$ cat config.mk
export PLATFORM = sky130hd
export DESIGN_NAME = sdr_rd_seq
export DESIGN_NICKNAME = d
export VERILOG_FILES = /design/src/rtl/sdr_rd_pkg.sv /design/src/rtl/sdr_rd_issue.sv /design/src/rtl/sdr_rd_slotgen.sv /design/src/rtl/sdr_rd_tagpipe.sv /design/src/rtl/sdr_rd_seq.sv
export SDC_FILE = /design/constraint.sdc
export NUM_CORES = 1
export LEC_CHECK = 0
export ABC_AREA = 1
export BUFFER_PORTS_ARGS = -buffer_cell sky130_fd_sc_hd__buf_2
export CORE_MARGIN = 10
export CORE_UTILIZATION = 45
export DETAILED_ROUTE_END_ITERATION = 8
export GPL_TIMING_DRIVEN = 0
export PLACE_DENSITY = 0.78
export SYNTH_ARGS = -nofsm -noshare
export SYNTH_HDL_FRONTEND = slang
export SYNTH_SLANG_ARGS = --single-unit
export TNS_END_PERCENT = 100
$ cat constraint.sdc
create_clock -name clk -period 1.19 [get_ports clk]
set_input_delay 0.1785 -clock clk [delete_from_list [all_inputs] [get_ports clk]]
set_output_delay 0.1785 -clock clk [all_outputs]
set_load 0.02 [all_outputs]
$ cat src/rtl/sdr_rd_pkg.sv
`timescale 1ns/1ps
package sdr_rd_pkg;

    // Programmed DRAM burst length and derived word-index width
    localparam int BURST_LEN = 4;
    localparam int LEN_W     = $clog2(BURST_LEN);
    localparam int TAG_W     = 4;

    // Supported CAS latencies
    localparam int MIN_CL    = 2;
    localparam int MAX_CL    = 3;

    // {cs_n, ras_n, cas_n, we_n}
    typedef enum logic [3:0] {
        CMD_READ = 4'b0101,
        CMD_NOP  = 4'b0111
    } sd_cmd_e;

    // One expected data word travelling toward the DQ capture point
    typedef struct packed {
        logic             vld;
        logic [TAG_W-1:0] tag;
        logic [LEN_W-1:0] idx;
    } word_slot_t;

    // Progress of the burst whose wanted words are still being slotted
    typedef struct packed {
        logic [LEN_W-1:0] left;
        logic [LEN_W-1:0] nxt;
        logic [TAG_W-1:0] tag;
    } burst_state_t;

endpackage

$ cat src/rtl/sdr_rd_issue.sv
`timescale 1ns/1ps
module sdr_rd_issue
    import sdr_rd_pkg::*;
#(
    parameter int BANK_W = 2,
    parameter int COL_W  = 9,
    parameter int ADDR_W = 12
) (
    input  logic              clk,
    input  logic              rst,
    input  logic              accept,
    input  logic [BANK_W-1:0] req_bank,
    input  logic [COL_W-1:0]  req_col,
    output logic              sd_cs_n,
    output logic              sd_ras_n,
    output logic              sd_cas_n,
    output logic              sd_we_n,
    output logic [BANK_W-1:0] sd_ba,
    output logic [ADDR_W-1:0] sd_addr
);

    sd_cmd_e           cmd_q;
    logic [BANK_W-1:0] ba_q;
    logic [ADDR_W-1:0] addr_q;
    logic [ADDR_W-1:0] addr_d;

    // Column in the low bits; everything above, auto-precharge included, low
    always_comb begin
        addr_d              = '0;
        addr_d[COL_W-1:0]   = req_col;
    end

    always_ff @(posedge clk) begin
        if (rst) begin
            cmd_q  <= CMD_NOP;
            ba_q   <= '0;
            addr_q <= '0;
        end else if (accept) begin
            cmd_q  <= CMD_READ;
            ba_q   <= req_bank;
            addr_q <= addr_d;
        end else begin
            cmd_q  <= CMD_NOP;
            ba_q   <= '0;
            addr_q <= '0;
        end
    end

    assign {sd_cs_n, sd_ras_n, sd_cas_n, sd_we_n} = cmd_q;
    assign sd_ba   = ba_q;
    assign sd_addr = addr_q;

endmodule

$ cat src/rtl/sdr_rd_slotgen.sv
`timescale 1ns/1ps
module sdr_rd_slotgen
    import sdr_rd_pkg::*;
(
    input  logic             clk,
    input  logic             rst,
    input  logic             accept,
    input  logic [LEN_W-1:0] req_len,
    input  logic [TAG_W-1:0] req_tag,
    output logic             ready,
    output word_slot_t       slot
);

    burst_state_t st_q;

    // The next READ may go out once every wanted word of this one has a slot;
    // its data then starts right after the last wanted word.
    assign ready = (st_q.left == '0);

    always_comb begin
        slot = '0;
        if (accept) begin
            slot.vld = 1'b1;
            slot.tag = req_tag;
            slot.idx = '0;
        end else if (st_q.left != '0) begin
            slot.vld = 1'b1;
            slot.tag = st_q.tag;
            slot.idx = st_q.nxt;
        end
    end

    always_ff @(posedge clk) begin
        if (rst) begin
            st_q <= '0;
        end else if (accept) begin
            st_q.left <= req_len;
            st_q.nxt  <= LEN_W'(1);
            st_q.tag  <= req_tag;
        end else if (st_q.left != '0) begin
            st_q.left <= st_q.left - LEN_W'(1);
            st_q.nxt  <= st_q.nxt + LEN_W'(1);
        end
    end

endmodule

$ cat src/rtl/sdr_rd_tagpipe.sv
`timescale 1ns/1ps
module sdr_rd_tagpipe
    import sdr_rd_pkg::*;
(
    input  logic             clk,
    input  logic             rst,
    input  logic             cfg_cas3,
    input  word_slot_t       slot_in,
    output logic             rd_valid,
    output logic [TAG_W-1:0] rd_tag,
    output logic [LEN_W-1:0] rd_idx
);

    // Stage s holds the slot whose READ was on the bus s cycles ago
    generate
        for (genvar s = 0; s <= MAX_CL; s++) begin : g_stage
            word_slot_t q;
            if (s == 0) begin : g_head
                always_ff @(posedge clk) begin
                    if (rst) q <= '0;
                    else     q <= slot_in;
                end
            end else begin : g_body
                always_ff @(posedge clk) begin
                    if (rst) q <= '0;
                    else     q <= g_stage[s-1].q;
                end
            end
        end
    endgenerate

    word_slot_t tap;
    assign tap      = cfg_cas3 ? g_stage[MAX_CL].q : g_stage[MIN_CL].q;
    assign rd_valid = tap.vld;
    assign rd_tag   = tap.tag;
    assign rd_idx   = tap.idx;

endmodule

$ cat src/rtl/sdr_rd_seq.sv
`timescale 1ns/1ps
module sdr_rd_seq
    import sdr_rd_pkg::*;
#(
    parameter int BANK_W = 2,
    parameter int COL_W  = 9,
    parameter int ADDR_W = 12,
    parameter int DQ_W   = 16
) (
    input  logic              clk,
    input  logic              rst,
    input  logic              cfg_cas3,
    input  logic              req_valid,
    output logic              req_ready,
    input  logic [BANK_W-1:0] req_bank,
    input  logic [COL_W-1:0]  req_col,
    input  logic [1:0]        req_len,
    input  logic [3:0]        req_tag,
    output logic              sd_cs_n,
    output logic              sd_ras_n,
    output logic              sd_cas_n,
    output logic              sd_we_n,
    output logic [BANK_W-1:0] sd_ba,
    output logic [ADDR_W-1:0] sd_addr,
    output logic [DQ_W/8-1:0] sd_dqm,
    input  logic [DQ_W-1:0]   sd_dq_in,
    output logic              rd_valid,
    output logic [DQ_W-1:0]   rd_data,
    output logic [3:0]        rd_tag,
    output logic [1:0]        rd_idx
);

    localparam int DQM_W = DQ_W / 8;

    logic       accept;
    logic       ready;
    word_slot_t slot;

    assign accept    = req_valid && ready;
    assign req_ready = ready;

    sdr_rd_issue #(
        .BANK_W (BANK_W),
        .COL_W  (COL_W),
        .ADDR_W (ADDR_W)
    ) u_issue (
        .clk      (clk),
        .rst      (rst),
        .accept   (accept),
        .req_bank (req_bank),
        .req_col  (req_col),
        .sd_cs_n  (sd_cs_n),
        .sd_ras_n (sd_ras_n),
        .sd_cas_n (sd_cas_n),
        .sd_we_n  (sd_we_n),
        .sd_ba    (sd_ba),
        .sd_addr  (sd_addr)
    );

    sdr_rd_slotgen u_slotgen (
        .clk     (clk),
        .rst     (rst),
        .accept  (accept),
        .req_len (req_len),
        .req_tag (req_tag),
        .ready   (ready),
        .slot    (slot)
    );

    sdr_rd_tagpipe u_tagpipe (
        .clk      (clk),
        .rst      (rst),
        .cfg_cas3 (cfg_cas3),
        .slot_in  (slot),
        .rd_valid (rd_valid),
        .rd_tag   (rd_tag),
        .rd_idx   (rd_idx)
    );

    // All bytes driven during reads
    assign sd_dqm  = {DQM_W{1'b0}};
    assign rd_data = sd_dq_in;

endmodule

* Yosys cells after proc, flatten, opt, wreduce, memory -nomap -nowiden
Cells that the tools add are included.
** Word-level totals
- Register bits after elaboration :: 54
- Input port bits :: 37
- Output and inout bits :: 44
- Word-level logic and storage cells :: 37
** Cells by class
- $add $sub $neg :: 2
- Muxes and demuxes :: 6
- Bitwise gates (word level) :: 2
- Reduce and logical (&&, ||, !) cells :: 7
** Operators by type and width (count)
- $mux W7 :: 3
- $mux W4 :: 2
- $reduce_bool A2 Y1 :: 2
- $reduce_or A2 Y1 :: 2
- $reduce_or A3 Y1 :: 1
- $add A2 B1 Y2 const B :: 1
- $logic_not A2 Y1 :: 1
- $mux W2 :: 1
- $not A1 Y1 :: 2
- $sub A2 B1 Y2 const B :: 1
- $logic_and A1 B1 Y1 :: 1

* Logic depth before layout (Yosys ltp)
Gate-level depths: netlist (run 1).
- Word-level depth :: 4
- Mapped depth :: 6
- Mapped depth without buffers :: 5

* By module
Synthesis (run 1) repeated with hierarchy kept, for this count alone.
** Second synthesis, totals
- Cells, all modules :: 226
- Area, all modules :: 1834.3 um2
** By module, submodules not included
- sdr_rd_tagpipe :: times used 1, cells an instance 110, area each 900.9 um2, sequential area each 560.5 um2
- sdr_rd_issue :: times used 1, cells an instance 45, area each 424.2 um2, sequential area each 240.2 um2
- sdr_rd_slotgen :: times used 1, cells an instance 50, area each 362.8 um2, sequential area each 160.2 um2
- sdr_rd_seq :: times used 1, cells an instance 21, area each 146.4 um2, sequential area each 0.0 um2

* Worst setup path before layout (run 1)
Ideal clock, no wire load.
- Path kind :: reg-to-reg
- Start :: reg u_slotgen.st_q[6] (netlist name)
- End :: reg u_issue.addr_q[0] (netlist: u_issue.sd_addr[0])
- Library setup time :: 0.062 ns
- Arrival time :: 1.042 ns
- Required time :: 1.128 ns
- Setup slack :: 0.087 ns
- Cell stages (with the launch flop) :: 7
- Path buffers :: 1
- Clock period less this slack :: 1.103 ns
- Path through :: dfxtp_1 nor2_4 nand2_4 nor2_8 inv_4 buf_6 nor2_2
** On the way
- Cells in the longest elaborated chain, start to end :: 4
** Ends and longest elaborated chain
- from (decl) :: line sdr_rd_slotgen.sv:14 : burst_state_t st_q;
- $logic_not A2 Y1 :: line sdr_rd_slotgen.sv:18 : assign ready = (st_q.left == '0);
- via req_ready :: line sdr_rd_seq.sv:14 : output logic req_ready,
- $logic_and A1 B1 Y1 :: line sdr_rd_seq.sv:39 : assign accept = req_valid && ready;
- $not A1 Y1 (no line)
- $reduce_or A2 Y1 (no line)
- to (signal assigned) :: line sdr_rd_issue.sv:41 : addr_q <= addr_d;
- to (decl) :: line sdr_rd_issue.sv:24 : logic [ADDR_W-1:0] addr_q;
The timed path passes the listed nets, and every way through them passes these cells.
A chain may end at the register's enable or synchronous reset.

* Final worst setup path (run 1)
- Start :: reg u_slotgen.st_q[6] (netlist name)
- End :: out req_ready
** On the way
- Cells in the longest elaborated chain, start to end :: 1
** Ends and longest elaborated chain (line)
- $logic_not A2 Y1 :: sdr_rd_slotgen.sv:18
- to (decl) :: sdr_rd_seq.sv:14
No other way between the ends.

==> qor.csv, run 1 <==
stage;metric;value;unit
route;Top Layer Used;met4;
yosys;largest family of logic cells by synthesized area;simple AND/OR/NAND/NOR gates;
critical_path;Register-to-Register Path Depth;6;
route;1st-pass router iterations;2;
finish;fill count;345;
power;Net Switching;741;µW
place;DP Wirelength;2690;µm
critical_path;Max stage delay on crit path;0.35;ns
floorplanning;Core Area;0.00369;mm²
route;post-route ant nets;0;
critical_path;CP delay by family, top;flip-flops;
finish;most common cell after layout, fill and taps aside;buf_2;
global_routing;largest net degree at the start of global routing;15;
critical_path;CP max stage cell;dfxtp_2;
finish;share of layout cells above drive strength 1;37.9;%
clocking;clock latency on the worst-skew pair;0.29;ns
yosys;Simple-Gate Fraction of Synth Area;21.7;%
sta;RSZ-0062 raised after global routing;false;
job;Max-Cap Viols;0;
global_routing;initial antenna violation count;0;
clocking;TritonCTS buffer count;5;
sta;Final WS setup;0.0571;ns
route;drt initial violations;40;
floorplanning;Die W;82.2;µm
yosys;Syn Std Cell Area;0.00174;mm²
yosys;Synth warnings;0;
yosys;post-synthesis xor/xnor area fraction;0;%
power;Net Sw Frac;22.4;%
critical_path;Setup Crit Path Kind;register to primary output;
finish;Final nets;313;
sta;Hold Vio Cnt, Final;0;
route;DR DRC count;0;
floorplanning;die footprint;0.00675;mm²
yosys;Synth cell types;17;
sta;fin. max-slew vios;0;
power;internal power;2.57;mW
floorplanning;Die Span Y;82.2;µm
critical_path;CP bufs+invs;1;
global_routing;gr ovfl total;0;
route;WL final;3270;µm
sta;Final min period;1.13;ns
global_routing;vias in the first global route;1219;
sta;clock skew;0.00688;ns
clocking;CTS tree;done;
worst_hold_path;Hold Crit Class;input pin to register;
finish;area occupied by multi-input gates;448;µm²
critical_path;Crit. End Element;primary output;
finish;Antenna diodes;0;
yosys;syn_area_per_cell;8.40;µm²
route;met1 wire length;1110;µm
sta;final count of negative-setup-slack endpoints;0;
yosys;Seq cells post-synth;48;
power;maximum vdd drop;1080;µV
clocking;H-Tree Depth;2;
global_routing;first-pass GRT wire length;5060;µm
sta;Final period util;95.2;%
clocking;clock root buffer;clkbuf_8;
yosys;adder-cell share of the synthesized area;0;%
power;combinational power share;11.8;%
power;Flop pwr share;51.0;%
place;Setup Slack @ Placement;0.0723;ns
yosys;Compound-Gate Fraction of Synth Area;2.30;%
critical_path;WP data arrival;0.95;ns
status;status;complete, no violations;
route;vias;1290;
critical_path;total stage count of the critical path;2;
power;Clock power frac;37.2;%
route;routed length on met3;341;µm
floorplanning;Initial Utilization;47.2;%
finish;final core occ;60.8;%
worst_hold_path;Worst Hold Path Cells;3;
critical_path;Startpoint Class;register;
floorplanning;I/O pin count;81;
place;port bufs;55;
finish;FF+latch area;962;µm²
yosys;sequential area share after synthesis;55.3;%
yosys;Mapped Cells;207;
place;GPL Wtd Cong;0.736;
route;vias per cell;3.97;
critical_path;largest fanout on the critical path;4;
power;Pwr Total;3.31;mW
sta;hold_ws;0.0628;ns
route;Met2 Wirelength;1780;µm
yosys;mux contribution to synthesized area;0;%
power;Power Density;1470;mW/mm²
critical_path;Crit path required time;1.01;ns
clocking;clock-pin slew on the worst setup and hold paths;0.08;ns
critical_path;worst-path cell chain;nor2_4 -> buf_4;
route;drt wl/cell;10.1;µm
clocking;CTS Buffer Depth;2;
finish;P&R area growth vs syn;29.0;%
global_routing;total track usage;9.65;%
finish;most frequent cells in the layout;buf_2 (52), dfxtp_1 (47), inv_1 (37);
sta;Max Freq;883;MHz
power;P_leak;1.18;nW
sta;Setup TNS;0;ns
clocking;Clock Sinks;48;
floorplanning;row cnt;22;
[metal layers]
metal / GRT usage [%] / vias up
met5: 0 / -
met4: 4.25 / 0
met3: 5.29 / 5
met2: 17.9 / 38
met1: 8.30 / 546
li1: - / 701
[layout make-up]
cell class / instances / share of cell area [%]
multi-input combinational: 98 / 20.0
clock inverter: 1 / 1.34
clock buffer: 7 / 4.29
sequential: 48 / 42.9
tap: 48 / 2.68
buffer: 29 / 9.31
inverter: 38 / 6.47
timing repair buffer: 56 / 13.1
[cell usage after synthesis]
cell      count  share of area [%]
nor2_2        8                2.9
nand2_1      32                6.9
inv_4         1               0.36
inv_1        37                8.0
conb_1        2               0.43
buf_4        24                 10
buf_2         1               0.29
dfxtp_1      48                 55
nor2_1       29                6.3
clkbuf_1      3               0.65
nand2_4       1               0.65
nor3_1        2               0.58
buf_6         1               0.65
nor2_4        2                1.3
o21ai_0       8                2.3
nand3_1       7                2.0
nor2_8        1                1.2
[through the flow]
stage	cell area (µm²)	cells
2_1_floorplan	1760	213
3_3_place_gp	2100	316
3_5_place_dp	2100	316
4_1_cts	2230	325
5_1_grt	2240	325
6_report	2240	325
[registers in the layout, summed over array words and instances, names as in the netlist]
| signal | flops |
|---|---|
| u_slotgen.st_q | 8 |
| u_issue.sd_addr | 9 |
| u_issue.sd_ba | 2 |
| u_tagpipe.g_stage.q | 28 |
| u_issue.cmd_q | 1 |
[what timing repair did]
action | CTS | global route
hold buffers | 0 | 0
pin swaps | 1 | 1
setup buffers | 1 | 0
gates resized for setup | 1 | 13
endpoints found under the hold margin | 0 | 0
cloned | 0 | 0
setup endpoints to repair | 1 | 9
[cell families (layout without fill, tap and decap cells)]
logic type / after synthesis / count (layout)
AO/OA/AOI/OAI: 8 / 8
flip-flops: 48 / 48
buffers and inverters: 67 / 131
AND/OR/NAND/NOR: 82 / 82
other: 2 / 8
[path summary, 6_finish.rpt]
| check | to | slack [ns] | startpoint |
|---|---|---|---|
| min | u_slotgen.st_q[7]$_SDFFE_PP0P_ | 0.06 | req_len[1] |
| max reg2reg | u_issue.sd_addr[6]$_SDFF_PP0_ | 0.12 | u_slotgen.st_q[6]$_SDFFE_PP0P_ |
| min reg2reg | u_tagpipe.g_stage[2].q[2]$_SDFF_PP0_ | 0.40 | u_tagpipe.g_stage[1].q[2]$_SDFF_PP0_ |
| max | req_ready | 0.06 | u_slotgen.st_q[6]$_SDFFE_PP0P_ |
[worst min-delay path: cells and delay by family]
| family | cells | cell delay [ns] |
|---|---|---|
| simple gates | 2 | 0.08 |
| buf+inv | 1 | 0.07 |
[power by group through the flow]
stage	combinational [mW]	clock, mW	sequential, mW
2_1_floorplan	0.254	0	1.75
3_3_place_gp	0.379	0	1.72
3_5_place_dp	0.386	0	1.73
4_1_cts	0.393	1.27	1.69
5_1_grt	0.434	1.35	1.70
6_report	0.389	1.23	1.69
Note: power is estimated with default switching activity, not from simulation.
==> run 2, diff against run 1 <==
CORE_UTILIZATION = 46   (was 45)
SYNTH_HIERARCHICAL = 1   (was default)
==> run 2 against run 1 <==
Against the previous run:
- total power down 6.2%
- critical path depth up 7
- design area up 5.2%
- sequential share of layout area down 2.0 points
- setup slack better by 0.012 ns
- sequential power about the same
- final cell count up 6.2%
- clock skew down 0.0014 ns
- via count up 6.3%
- largest cell class unchanged
==> qor.csv, run 2 <==
stage;metric;value;unit;change
place;GPL Wtd Cong;0.693;;-5.8%
critical_path;Crit. End Element;register;;
finish;Final nets;333;;+6.4%
sta;Final min period;1.12;ns;-0.0119 ns
place;port bufs;55;;unchanged
sta;clock skew;0.00547;ns;-0.00141 ns
yosys;ranking of synthesized cells by area;dfxtp_1 (52%), buf_4 (9.8%), inv_1 (9.4%);;
floorplanning;I/O pin count;81;;unchanged
route;routed length on met3;523;µm;+53%
finish;Antenna diodes;0;;unchanged
yosys;post-synthesis async set-or-reset flop share;0;%;unchanged
floorplanning;Core Area;0.00377;mm²;+2.2%
route;Top Layer Used;met4;;
yosys;sequential area share after synthesis;52.4;%;-2.9 points
place;DP Wirelength;2820;µm;+4.6%
sta;final count of negative-setup-slack endpoints;0;;unchanged
job;Max-Cap Viols;0;;unchanged
clocking;CTS tree;done;;
route;met1 wire length;1280;µm;+15%
route;DR DRC count;0;;unchanged
finish;share of layout cells above drive strength 1;40.1;%;+2.2 points
floorplanning;Die Span Y;83.1;µm;+1.2%
sta;Final period util;94.2;%;-1.0 points
critical_path;CP max stage cell;dfxtp_2;;
yosys;Syn Std Cell Area;0.00183;mm²;+5.5%
route;drt wl/cell;10.2;µm;+1.8%
global_routing;initial antenna violation count;0;;unchanged
global_routing;first-pass GRT wire length;6070;µm;+20%
yosys;Mapped Cells;226;;+9.2%
yosys;post-synth top area share;52.4;%;-2.9 points
yosys;cell type with the largest total area after synthesis;dfxtp_1;;
clocking;TritonCTS buffer count;5;;unchanged
finish;most common cell after layout, fill and taps aside;buf_2;;
yosys;syn_area_per_cell;8.12;µm²;-3.4%
route;vias per cell;3.97;;+0.12%
yosys;most common cell in the netlist;dfxtp_1;;
sta;Setup TNS;0;ns;unchanged
critical_path;Startpoint Class;register;;
finish;largest register by flop count;u_tagpipe/g_stage.q;;
yosys;Top FF cell, synth;dfxtp_1;;
clocking;clock-pin slew on the worst setup and hold paths;0.08;ns;about the same
finish;max reg flops;28;;unchanged
clocking;Clock Sinks;48;;unchanged
power;Power Density;1320;mW/mm²;-11%
clocking;clock latency on the worst-skew pair;0.29;ns;about the same
clocking;CTS Buffer Depth;2;;unchanged
status;status;complete, no violations;;
clocking;clock root buffer;clkbuf_8;;
sta;RSZ-0062 raised after global routing;true;;
finish;P&R area growth vs syn;28.6;%;
route;vias;1371;;+6.3%
critical_path;Setup Crit Path Kind;register to register;;
yosys;Synth warnings;6;;+6
critical_path;Max stage delay on crit path;0.34;ns;about the same
sta;Max Freq;892;MHz;+1.1%
critical_path;largest fanout on the critical path;7;;+3
worst_hold_path;Worst Hold Path Cells;3;;unchanged
route;post-route ant nets;0;;unchanged
yosys;EDFF count, synth;0;;unchanged
global_routing;vias in the first global route;1407;;+15%
yosys;Seq cells post-synth;48;;unchanged
finish;fill count;349;;+1.2%
sta;Hold Vio Cnt, Final;0;;unchanged
route;drt initial violations;35;;-13%
clocking;hold_buf cts;0;;unchanged
critical_path;worst-path cell chain;nor2_4 -> nand2_1 -> inv_2 -> buf_8 -> inv_8 -> nand2_2 -> o21ai_1 -> inv_1 -> nor2_1;;
power;maximum vdd drop;908;µV;-16%
route;1st-pass router iterations;4;;+2
yosys;top cells by count, synth;dfxtp_1 (48), inv_1 (46), nand2_1 (37);;
yosys;Synth cell types;15;;-2
route;Met2 Wirelength;1710;µm;-3.7%
sta;hold_ws;0.0944;ns;+0.0316 ns
worst_hold_path;Hold Crit Class;input pin to register;;
global_routing;largest net degree at the start of global routing;15;;unchanged
floorplanning;row cnt;22;;unchanged
route;WL final;3530;µm;+8.1%
global_routing;gr ovfl total;0;;unchanged
critical_path;Register-to-Register Path Depth;9;;+3
floorplanning;Initial Utilization;48.6;%;+1.5 points
finish;most frequent cells in the layout;buf_2 (54), dfxtp_1 (46), inv_1 (45);;
global_routing;total track usage;10.3;%;+0.67 points
sta;fin. max-slew vios;0;;unchanged
floorplanning;Die W;83.1;µm;+1.2%
critical_path;WP data arrival;1.31;ns;+0.36 ns
critical_path;Crit path required time;1.38;ns;+0.37 ns
power;P_leak;1.23;nW;+4.3%
floorplanning;die footprint;0.00691;mm²;+2.4%
clocking;H-Tree Depth;2;;unchanged
==> run 2: changes by cell type after synthesis, moves of 2 or more <==
cell and delta:
nor2_2 +2, nor3_1 -2, o21ai_0 -4, nor2_1 +3
clkbuf_1 -3, a21oi_1 +5, inv_1 +9, nand2_1 +5
buf_6 +5
==> run 2: final timing paths <==
| kind | start | end | slack, ns |
|---|---|---|---|
| setup / recovery | u_slotgen/st_q[6]$_SDFFE_PP0P_ | u_tagpipe/g_stage[0].q[5]$_SDFF_PP0_ | 0.07 |
| hold / removal | req_col[7] | u_issue/sd_addr[7]$_SDFF_PP0_ | 0.09 |
| hold reg to reg | u_tagpipe/g_stage[0].q[4]$_SDFF_PP0_ | u_tagpipe/g_stage[1].q[4]$_SDFF_PP0_ | 0.40 |
| setup reg to reg | u_slotgen/st_q[6]$_SDFFE_PP0P_ | u_tagpipe/g_stage[0].q[5]$_SDFF_PP0_ | 0.07 |
==> run 2: power by group <==
group / switching, mW / internal [mW] / total [mW]
clock network: 0.484 / 0.472 / 0.956
registers: 0.0226 / 1.66 / 1.69
logic: 0.262 / 0.201 / 0.463
==> run 2: area by class of cell <==
cell class / count / area, µm² / share of cell area [%]
buffer: 30 / 251 / 10.7
clock buffer: 7 / 86.3 / 3.66
clock inverter: 1 / 7.51 / 0.318
inverter: 47 / 184 / 7.79
multi-input combinational: 106 / 487 / 20.6
sequential: 48 / 966 / 40.9
tap: 48 / 60.1 / 2.55
timing repair buffer: 58 / 318 / 13.5
==> run 2: cells by family (layout without fill, tap and decap cells) <==
| kind of cell | Yosys count | in the layout | share of synthesized area, % |
|---|---|---|---|
| buffers and inverters | 77 | 143 | 23.3 |
| other | 3 | 8 | 0.614 |
| AOI/OAI and AO/OA | 9 | 9 | 2.46 |
| DFF | 48 | 48 | 52.4 |
| and+or+nand+nor | 89 | 89 | 21.3 |
==> run 2: critical path, delay by kind of cell, from the launching register on <==
kind            cells  cell delay [ns]
compound gates      1             0.05
buf+inv             4             0.34
flops               1             0.34
simple gates        4             0.29
==> run 2: routing by layer <==
metal	track usage (%)	vias up
li1	-	748
met1	9.70	564
met2	17.1	57
met3	7.71	2
met4	3.23	0
met5	0	-
==> run 2: through the flow <==
stage | setup WS (ns) | cell area (µm²) | cells | util [%] | power (mW)
4_1_cts | 0.0105 | 2300 | 343 | 61.1 | 3.13
2_1_floorplan | -0.0390 | 1870 | 231 | - | 2.04
3_3_place_gp | -0.0673 | 2200 | 334 | 58.4 | 2.15
5_1_grt | -0.0179 | 2360 | 345 | 62.6 | 3.28
6_report | 0.0690 | 2360 | 345 | 62.6 | 3.10
3_5_place_dp | -0.0977 | 2200 | 334 | 58.4 | 2.16
==> run 2: repair_timing <==
item,in CTS,in global routing
resized for setup,1,11
endpoints found under the hold margin,0,0
gates cloned,0,1
setup endpoints to repair,12,6
pin swaps,1,3
setup buffers,1,1
